==> src/rtl/sgi_filter_pkg.sv <==
package sgi_filter_pkg;
  typedef enum logic [1:0] {
    GRP_0    = 2'd0,
    GRP_1NS  = 2'd1,
    GRP_1S   = 2'd2,
    GRP_RSVD = 2'd3
  } grp_e;

  localparam int unsigned LVL_W       = 2;
  localparam int unsigned LVL_G0_MIN  = 1;
  localparam int unsigned LVL_G1S_MIN = 2;
endpackage

==> src/rtl/sgi_cfg_group.sv <==
module sgi_cfg_group
  import sgi_filter_pkg::*;
#(
  parameter int unsigned NUM_ID = 16,
  localparam int unsigned IDX_W = $clog2(NUM_ID)
) (
  input  logic [NUM_ID-1:0] grp_bits_i,
  input  logic [NUM_ID-1:0] mod_bits_i,
  input  logic              sec_dis_i,
  input  logic [IDX_W-1:0]  idx_i,
  output grp_e              grp_o
);
  grp_e per_id [NUM_ID];

  for (genvar g = 0; g < NUM_ID; g++) begin : g_dec
    always_comb begin
      if (!grp_bits_i[g])                    per_id[g] = GRP_0;
      else if (mod_bits_i[g] && !sec_dis_i)  per_id[g] = GRP_1S;
      else                                   per_id[g] = GRP_1NS;
    end
  end

  assign grp_o = per_id[idx_i];
endmodule

==> src/rtl/sgi_ns_level.sv <==
module sgi_ns_level
  import sgi_filter_pkg::*;
#(
  parameter int unsigned NUM_ID = 16,
  localparam int unsigned IDX_W = $clog2(NUM_ID)
) (
  input  logic [LVL_W*NUM_ID-1:0] acc_i,
  input  logic [IDX_W-1:0]        idx_i,
  output logic [LVL_W-1:0]        lvl_o
);
  logic [LVL_W-1:0] lvl [NUM_ID];

  for (genvar g = 0; g < NUM_ID; g++) begin : g_fld
    assign lvl[g] = acc_i[LVL_W*g +: LVL_W];
  end

  assign lvl_o = lvl[idx_i];
endmodule

==> src/rtl/sgi_accept_rule.sv <==
module sgi_accept_rule
  import sgi_filter_pkg::*;
(
  input  grp_e             req_grp_i,
  input  grp_e             cfg_grp_i,
  input  logic             req_ns_i,
  input  logic             sec_dis_i,
  input  logic             id_ok_i,
  input  logic [LVL_W-1:0] lvl_i,
  output logic             accept_o
);
  grp_e             eff_grp;
  logic             grp_match;
  logic             lvl_chk;
  logic [LVL_W-1:0] lvl_need;
  logic             lvl_ok;

  // secure G1 request on a G0 interrupt is downgraded to G0
  assign eff_grp   = (req_grp_i == GRP_1S && cfg_grp_i == GRP_0) ? GRP_0 : req_grp_i;
  assign grp_match = (req_grp_i != GRP_RSVD) && (eff_grp == cfg_grp_i);
  assign lvl_chk   = req_ns_i && !sec_dis_i;

  always_comb begin
    unique case (cfg_grp_i)
      GRP_0:   lvl_need = LVL_W'(LVL_G0_MIN);
      GRP_1S:  lvl_need = LVL_W'(LVL_G1S_MIN);
      default: lvl_need = '0;
    endcase
  end

  assign lvl_ok   = !lvl_chk || (lvl_i >= lvl_need);
  assign accept_o = id_ok_i && grp_match && lvl_ok;
endmodule

==> src/rtl/sgi_accept_filter.sv <==
module sgi_accept_filter
  import sgi_filter_pkg::*;
#(
  parameter int unsigned NUM_ID = 16,
  parameter int unsigned ID_W   = 5
) (
  input  logic                    clk_i,
  input  logic                    rst_ni,
  input  logic                    req_valid_i,
  input  logic [ID_W-1:0]         req_id_i,
  input  logic [1:0]              req_grp_i,
  input  logic                    req_ns_i,
  input  logic [NUM_ID-1:0]       cfg_grp_i,
  input  logic [NUM_ID-1:0]       cfg_mod_i,
  input  logic [LVL_W*NUM_ID-1:0] ns_acc_i,
  input  logic                    sec_dis_i,
  output logic                    accept_o,
  output logic                    reject_o,
  output logic [NUM_ID-1:0]       set_pend_o
);
  localparam int unsigned IDX_W = $clog2(NUM_ID);

  logic [IDX_W-1:0] idx;
  logic             id_ok;
  grp_e             cfg_grp;
  logic [LVL_W-1:0] lvl;
  logic             acc_d;
  logic [NUM_ID-1:0] pend_d;

  assign idx   = req_id_i[IDX_W-1:0];
  assign id_ok = ({{(32-ID_W){1'b0}}, req_id_i} < NUM_ID);

  sgi_cfg_group #(.NUM_ID(NUM_ID)) i_cfg_group (
    .grp_bits_i (cfg_grp_i),
    .mod_bits_i (cfg_mod_i),
    .sec_dis_i  (sec_dis_i),
    .idx_i      (idx),
    .grp_o      (cfg_grp)
  );

  sgi_ns_level #(.NUM_ID(NUM_ID)) i_ns_level (
    .acc_i (ns_acc_i),
    .idx_i (idx),
    .lvl_o (lvl)
  );

  sgi_accept_rule i_accept_rule (
    .req_grp_i (grp_e'(req_grp_i)),
    .cfg_grp_i (cfg_grp),
    .req_ns_i  (req_ns_i),
    .sec_dis_i (sec_dis_i),
    .id_ok_i   (id_ok),
    .lvl_i     (lvl),
    .accept_o  (acc_d)
  );

  always_comb begin
    pend_d = '0;
    if (req_valid_i && acc_d) pend_d[idx] = 1'b1;
  end

  always_ff @(posedge clk_i or negedge rst_ni) begin
    if (!rst_ni) begin
      accept_o   <= 1'b0;
      reject_o   <= 1'b0;
      set_pend_o <= '0;
    end else begin
      accept_o   <= req_valid_i && acc_d;
      reject_o   <= req_valid_i && !acc_d;
      set_pend_o <= pend_d;
    end
  end
endmodule

==> config.mk <==
export PLATFORM = sky130hd
export DESIGN_NAME = sgi_accept_filter
export DESIGN_NICKNAME = d
export VERILOG_FILES = /design/src/rtl/sgi_filter_pkg.sv /design/src/rtl/sgi_cfg_group.sv /design/src/rtl/sgi_ns_level.sv /design/src/rtl/sgi_accept_rule.sv /design/src/rtl/sgi_accept_filter.sv
export SDC_FILE = /design/constraint.sdc
export NUM_CORES = 1
export LEC_CHECK = 0
export BUFFER_PORTS_ARGS = -buffer_cell sky130_fd_sc_hd__buf_4
export CORE_ASPECT_RATIO = 2
export CORE_MARGIN = 2
export CORE_UTILIZATION = 41
export CTS_CLUSTER_DIAMETER = 120
export DETAILED_ROUTE_END_ITERATION = 12
export GPL_ROUTABILITY_DRIVEN = 0
export GPL_TIMING_DRIVEN = 0
export PLACE_DENSITY_LB_ADDON = 0.2
export RECOVER_POWER = 25
export SLEW_MARGIN = 20
export SYNTH_ARGS = -nofsm -noshare
export SYNTH_HDL_FRONTEND = slang
export SYNTH_SLANG_ARGS = --single-unit
==> constraint.sdc <==
create_clock -name clk_i -period 0.8 [get_ports clk_i]
set_clock_uncertainty 0.1 [all_clocks]
set_input_delay 0.04 -clock clk_i [delete_from_list [all_inputs] [get_ports clk_i]]
set_output_delay 0.04 -clock clk_i [all_outputs]
set_load 0.05 [all_outputs]
== Yosys cells after proc, flatten, opt, wreduce, memory -nomap -nowiden ==
Index checks and enable logic that the tools add are counted.
Word-level totals
  bits in registers: 18
  bits in latches: 0
  bits in writable memories: 0
  bits in read-only memories: 0
  input port bits: 76
  logic and storage cells: 85
  memories: 0
Operators by class
  $add $sub $neg: 0
  $mul: 0
  div/mod/pow operators: 0
  magnitude comparators: 5
  equal/unequal tests: 4
  shift operators: 0
  muxes and demuxes: 43
  bitwise gates (word level): 1
  reduce and logical (&&, ||, !) cells: 29
Operators by type and width (number)
  2-bit two-way mux: 37
  1-bit logical AND: 24
  2-bit binary-select mux with 4-bit select: 2
  16-bit two-way mux: 1
  5-bit greater-or-equal comparator (second input constant): 1
  4-bit by 5-bit less-than comparator with 1-bit output (second input constant): 1
  5-bit less-than comparator (second input constant): 1
  4-bit NOT with 5-bit output: 1
  1-bit demux with 4-bit select: 1
  2-bit equality test (second input constant): 2
  4-bit by 1-bit greater-or-equal comparator with 1-bit output (second input constant): 1
  2-bit one-hot mux with 2 select lines: 1
  1-bit zero test: 3
  2-bit equality test: 1
  2-bit greater-or-equal comparator: 1
  2-bit zero test: 1
  2-bit inequality test (second input constant): 1
  1-bit logical OR: 1
  1-bit two-way mux: 1

== Depth between registers and ports, before layout ==
  word-level depth: 16
  depth in mapped cells: 14

== By module ==
A second synthesis with hierarchy kept.
Second synthesis, totals
  cells, all modules: 130
  area, all modules: 1452.6 sq um
By module, submodules not included
  sgi_accept_filter: times used 1, cells an instance 44, area each 583.1 sq um
  sgi_cfg_group: times used 1, cells an instance 52, area each 509.2 sq um
  sgi_ns_level: times used 1, cells an instance 21, area each 269.0 sq um
  sgi_accept_rule: times used 1, cells an instance 13, area each 91.3 sq um

== Worst setup path after synthesis ==
No wires, ideal clock.
  kind: input to register
  start point: input port req_id_i[0]
  end point: register set_pend_o[10]
  data arrival time: 2.462 ns
  required time: 0.599 ns
  path slack: -1.863 ns
  stages on the path: 10
  buffers on the path: 4
  cell sequence: buf_6 buf_4 mux4_2 mux4_2 ha_1 o21ai_0 a221o_1 buf_2 buf_2 nor4_1
On the way
  word-level cells in the longest chain between the ends: 13
  elaborated cells between the ends (all ways): 26
  those cells by class: order compare: 4; eq/ne: 2; mux: 11; bitwise: 1; reduce/logical: 8
RTL lines
  start, declared: RTL line sgi_accept_filter.sv:10  | input logic [ID_W-1:0] req_id_i,
  branches (longest 12 deep; another with 2-bit greater-or-equal comparator)
  16-bit two-way mux (*): RTL line sgi_accept_filter.sv:59  | if (req_valid_i && acc_d) pend_d[idx] = 1'b1;
  named net pend_d[10]: RTL line sgi_accept_filter.sv:28  | logic [NUM_ID-1:0] pend_d;
  end signal, assigned: RTL line sgi_accept_filter.sv:70  | set_pend_o <= pend_d;
  end, declared: RTL line sgi_accept_filter.sv:19  | output logic [NUM_ID-1:0] set_pend_o
Mark *: on every way through the listed nets, which the timed path passes. The select of a mux whose other input is x is not followed.

== Worst setup path after layout ==
  start point: input port req_id_i[0]
  end point: register set_pend_o[0]
Same word-level chain as after synthesis.

==> reports/qor.yml <==
crit_fanout: 8
antenna_found_initial: 0
maxCapViolations: 0
busiest_layer: "met2"
setup_viol: 36
cts-root-buf: "clkbuf_8"
clk_pin_slew_ns: 0.07
p_per_area_mw_per_mm2: 1100
yosysUniqueCellTypes: 31
required_ns: 0.86
met1_usage: 0.245
setup_ws_ns: -1.58
crit_path_end_kind: "flip-flop"
routed_wl_mm: 5.42
hold_viol_final: 0
synth_warnings: 0
slew_headroom: 0.694
fin_util: 0.854
synth.avg_cell_area_um2: 9.29
synthesis.area_mm2: 0.00137
critPathArrivalTime_ns: 2.44
clkSinkCount: 18
overflow: 0
worstSetupStartpointType: "input pin"
cts-buffers-inserted: 3
dr.pass1.iters: 6
drive_above_1_share: 0.626
port_buffers: 91
irDropWorstVdd_uv: 1010
syn_nets: 225
hold_ws_ns: 0.00767
pin_count: 94
fin_crit_sh: 2.97
drv_slew: 0
synth-seq-area-share: 0.330
vias: 1765
antenna_cells: 0
yosys_register_bits: 18
dieArea_mm2: 0.00383
drt_drc_violations_left: 0
netlist_instances: 147
place_hpwl_mm: 3.38
wire_per_inst_um: 18.8
cts_buffer_depth: 2
grt_use_met2: 0.548
cts_tree: "built"
grt_max_degree: 19
ant_nets: 0
fillers: 171
fp.dieH_um: 85.6
gr-usage-met3: 0.0168
core.rowCount: 29
grt_pass1_wl_mm: 7.71
min_period_ns: 2.38
rsz0062_at_grt: "true"
post-place-ws_ns: -1.91
nets: 336
crit_type: "input pin to flip-flop"
first_iter_violations: 63
htree_levels: 1
syn2layout_area_growth_pct: 99.7
vias_per_cell: 6.13
grt_usage: 0.268
core-area_mm2: 0.00319
tightest_slew_ns: 0.458
leakage_nw: 1.23
status: "complete, but fails checks"
holdCritPathClass: "input pin to flip-flop"
start_util: 0.428
die_x_um: 44.8
violations: "setup timing"
fmax_ghz: 0.420
grt_pass1_vias: 1778
[layer usage]
layer | share of wire | vias to the layer above
met5 | 0 | -
met4 | 0.048 | 0
met3 | 0.058 | 26
met2 | 0.61 | 125
met1 | 0.29 | 831
li1 | - | 783
[final timing paths]
path                              from              to  slack, ns  cells past startpoint
worst max-delay path       req_id_i[0]   set_pend_o[0]      -1.58                     10
worst min-delay path       req_valid_i        accept_o      0.008                      2
max in group asynchronous       rst_ni  set_pend_o[14]       0.13                      2
min in group asynchronous       rst_ni  set_pend_o[13]       0.16                      2
[cell type report]
type,instances,area (µm²),area share
flip-flops and latches,18,450,0.165
plain buffers,8,113,0.0413
repair buffers,107,931,0.341
clock buffers,4,55.1,0.0202
inverters,5,23.8,0.00872
well taps,31,38.8,0.0142
multi-input cells,115,1110,0.409
[Yosys cell counts]
cell type,instances,area [µm²]
nor2b_4,1,13.8
a32oi_1,4,35.0
o22ai_1,8,50.1
nor2_1,4,15.0
inv_2,1,3.75
mux4_2,10,225
or3_1,1,6.26
nand3b_1,1,7.51
a221o_1,1,10.0
mux2_4,1,15.0
o2111ai_1,1,8.76
buf_1,1,3.75
nor3b_1,2,15.0
buf_4,1,7.51
nand2b_1,2,12.5
a31oi_1,4,25.0
nor4_1,16,100
buf_2,3,15.0
o21a_1,1,7.51
a21oi_1,4,20.0
nand2_1,35,131
inv_1,4,15.0
o21bai_1,3,22.5
o21ai_0,1,5.00
or4_4,1,11.3
dfrtp_1,18,450
or2_2,1,6.26
buf_6,4,45.0
nand3_1,10,50.1
ha_1,2,25.0
nor2b_1,1,6.26
[kinds of logic (layout without fill, tap and decap cells)]
group	after synthesis	after routing	synth area share
AND/OR/NAND/NOR	75	75	0.275
adder cells (fa/ha/maj)	2	2	0.0183
AO/OA/AOI/OAI	27	27	0.135
flip-flops	18	18	0.330
buffers and inverters	14	124	0.0660
multiplexers	11	11	0.176
[flip-flops by register name (all words and copies together), names as in the netlist]
register / count
accept_o: 1
reject_o: 1
set_pend_o: 16
[stage by stage]
step	total power [mW]	std cells	TNS [ns]	instance area, µm²
5_1_grt	3.12	288	-31.53	2730
6_report	3.01	288	-29.89	2730
4_1_cts	2.78	284	-28.01	2560
3_3_place_gp	1.83	269	-31.48	2110
2_1_floorplan	1.43	147	-29.68	1390
3_5_place_dp	1.84	269	-32.42	2110
[cells in the final DEF (no fill, tap or decap), types with 2 or more instances in the layout]
| cell | Yosys | layout |
|---|---|---|
| buf_4 | 1 | 80 |
| nand2_1 | 35 | 35 |
| buf_6 | 4 | 24 |
| dfrtp_1 | 18 | 18 |
| nor4_4 | 0 | 12 |
| mux4_2 | 10 | 10 |
| nand3_1 | 10 | 10 |
| o22ai_1 | 8 | 7 |
| buf_12 | 0 | 4 |
| a21oi_1 | 4 | 4 |
| a31oi_1 | 4 | 4 |
| clkbuf_8 | 0 | 4 |
| nor2_1 | 4 | 3 |
| a32oi_1 | 4 | 3 |
| nor4_2 | 0 | 3 |
| inv_2 | 1 | 2 |
| nor2b_4 | 1 | 2 |
| o21bai_1 | 3 | 2 |
| inv_1 | 4 | 2 |
| ha_4 | 0 | 2 |
| buf_16 | 0 | 2 |
| dlygate4sd3_1 | 0 | 2 |
[report_power, final]
| group | internal, mW | switching [mW] | leakage, nW | total, mW |
|---|---|---|---|---|
| clock network | 0.438 | 0.312 | 0.0288 | 0.750 |
| registers | 0.922 | 0.00679 | 0.249 | 0.929 |
| logic | 0.700 | 0.630 | 0.952 | 1.33 |
| total | 2.06 | 0.949 | 1.23 | 3.01 |
[worst max-delay path: stages]
cell and delay (ns):
buf_12 0.10, buf_12 0.11, mux4_2 0.49, mux4_2 0.51, ha_4 0.29, o21ai_2 0.06, a221o_1 0.33, buf_6 0.16
buf_6 0.13, nor4_4 0.21
[repair_timing]
item / in CTS / in global routing
pin swaps: 13 / 9
setup buffers: 7 / 4
resized for setup: 49 / 24
cloned: 2 / 1
endpoints found under the setup margin: 36 / 36
hold buffers: 2 / 0
endpoints found under the hold margin: 19 / 0
No activity file was read; power rests on OpenSTA's default activity.
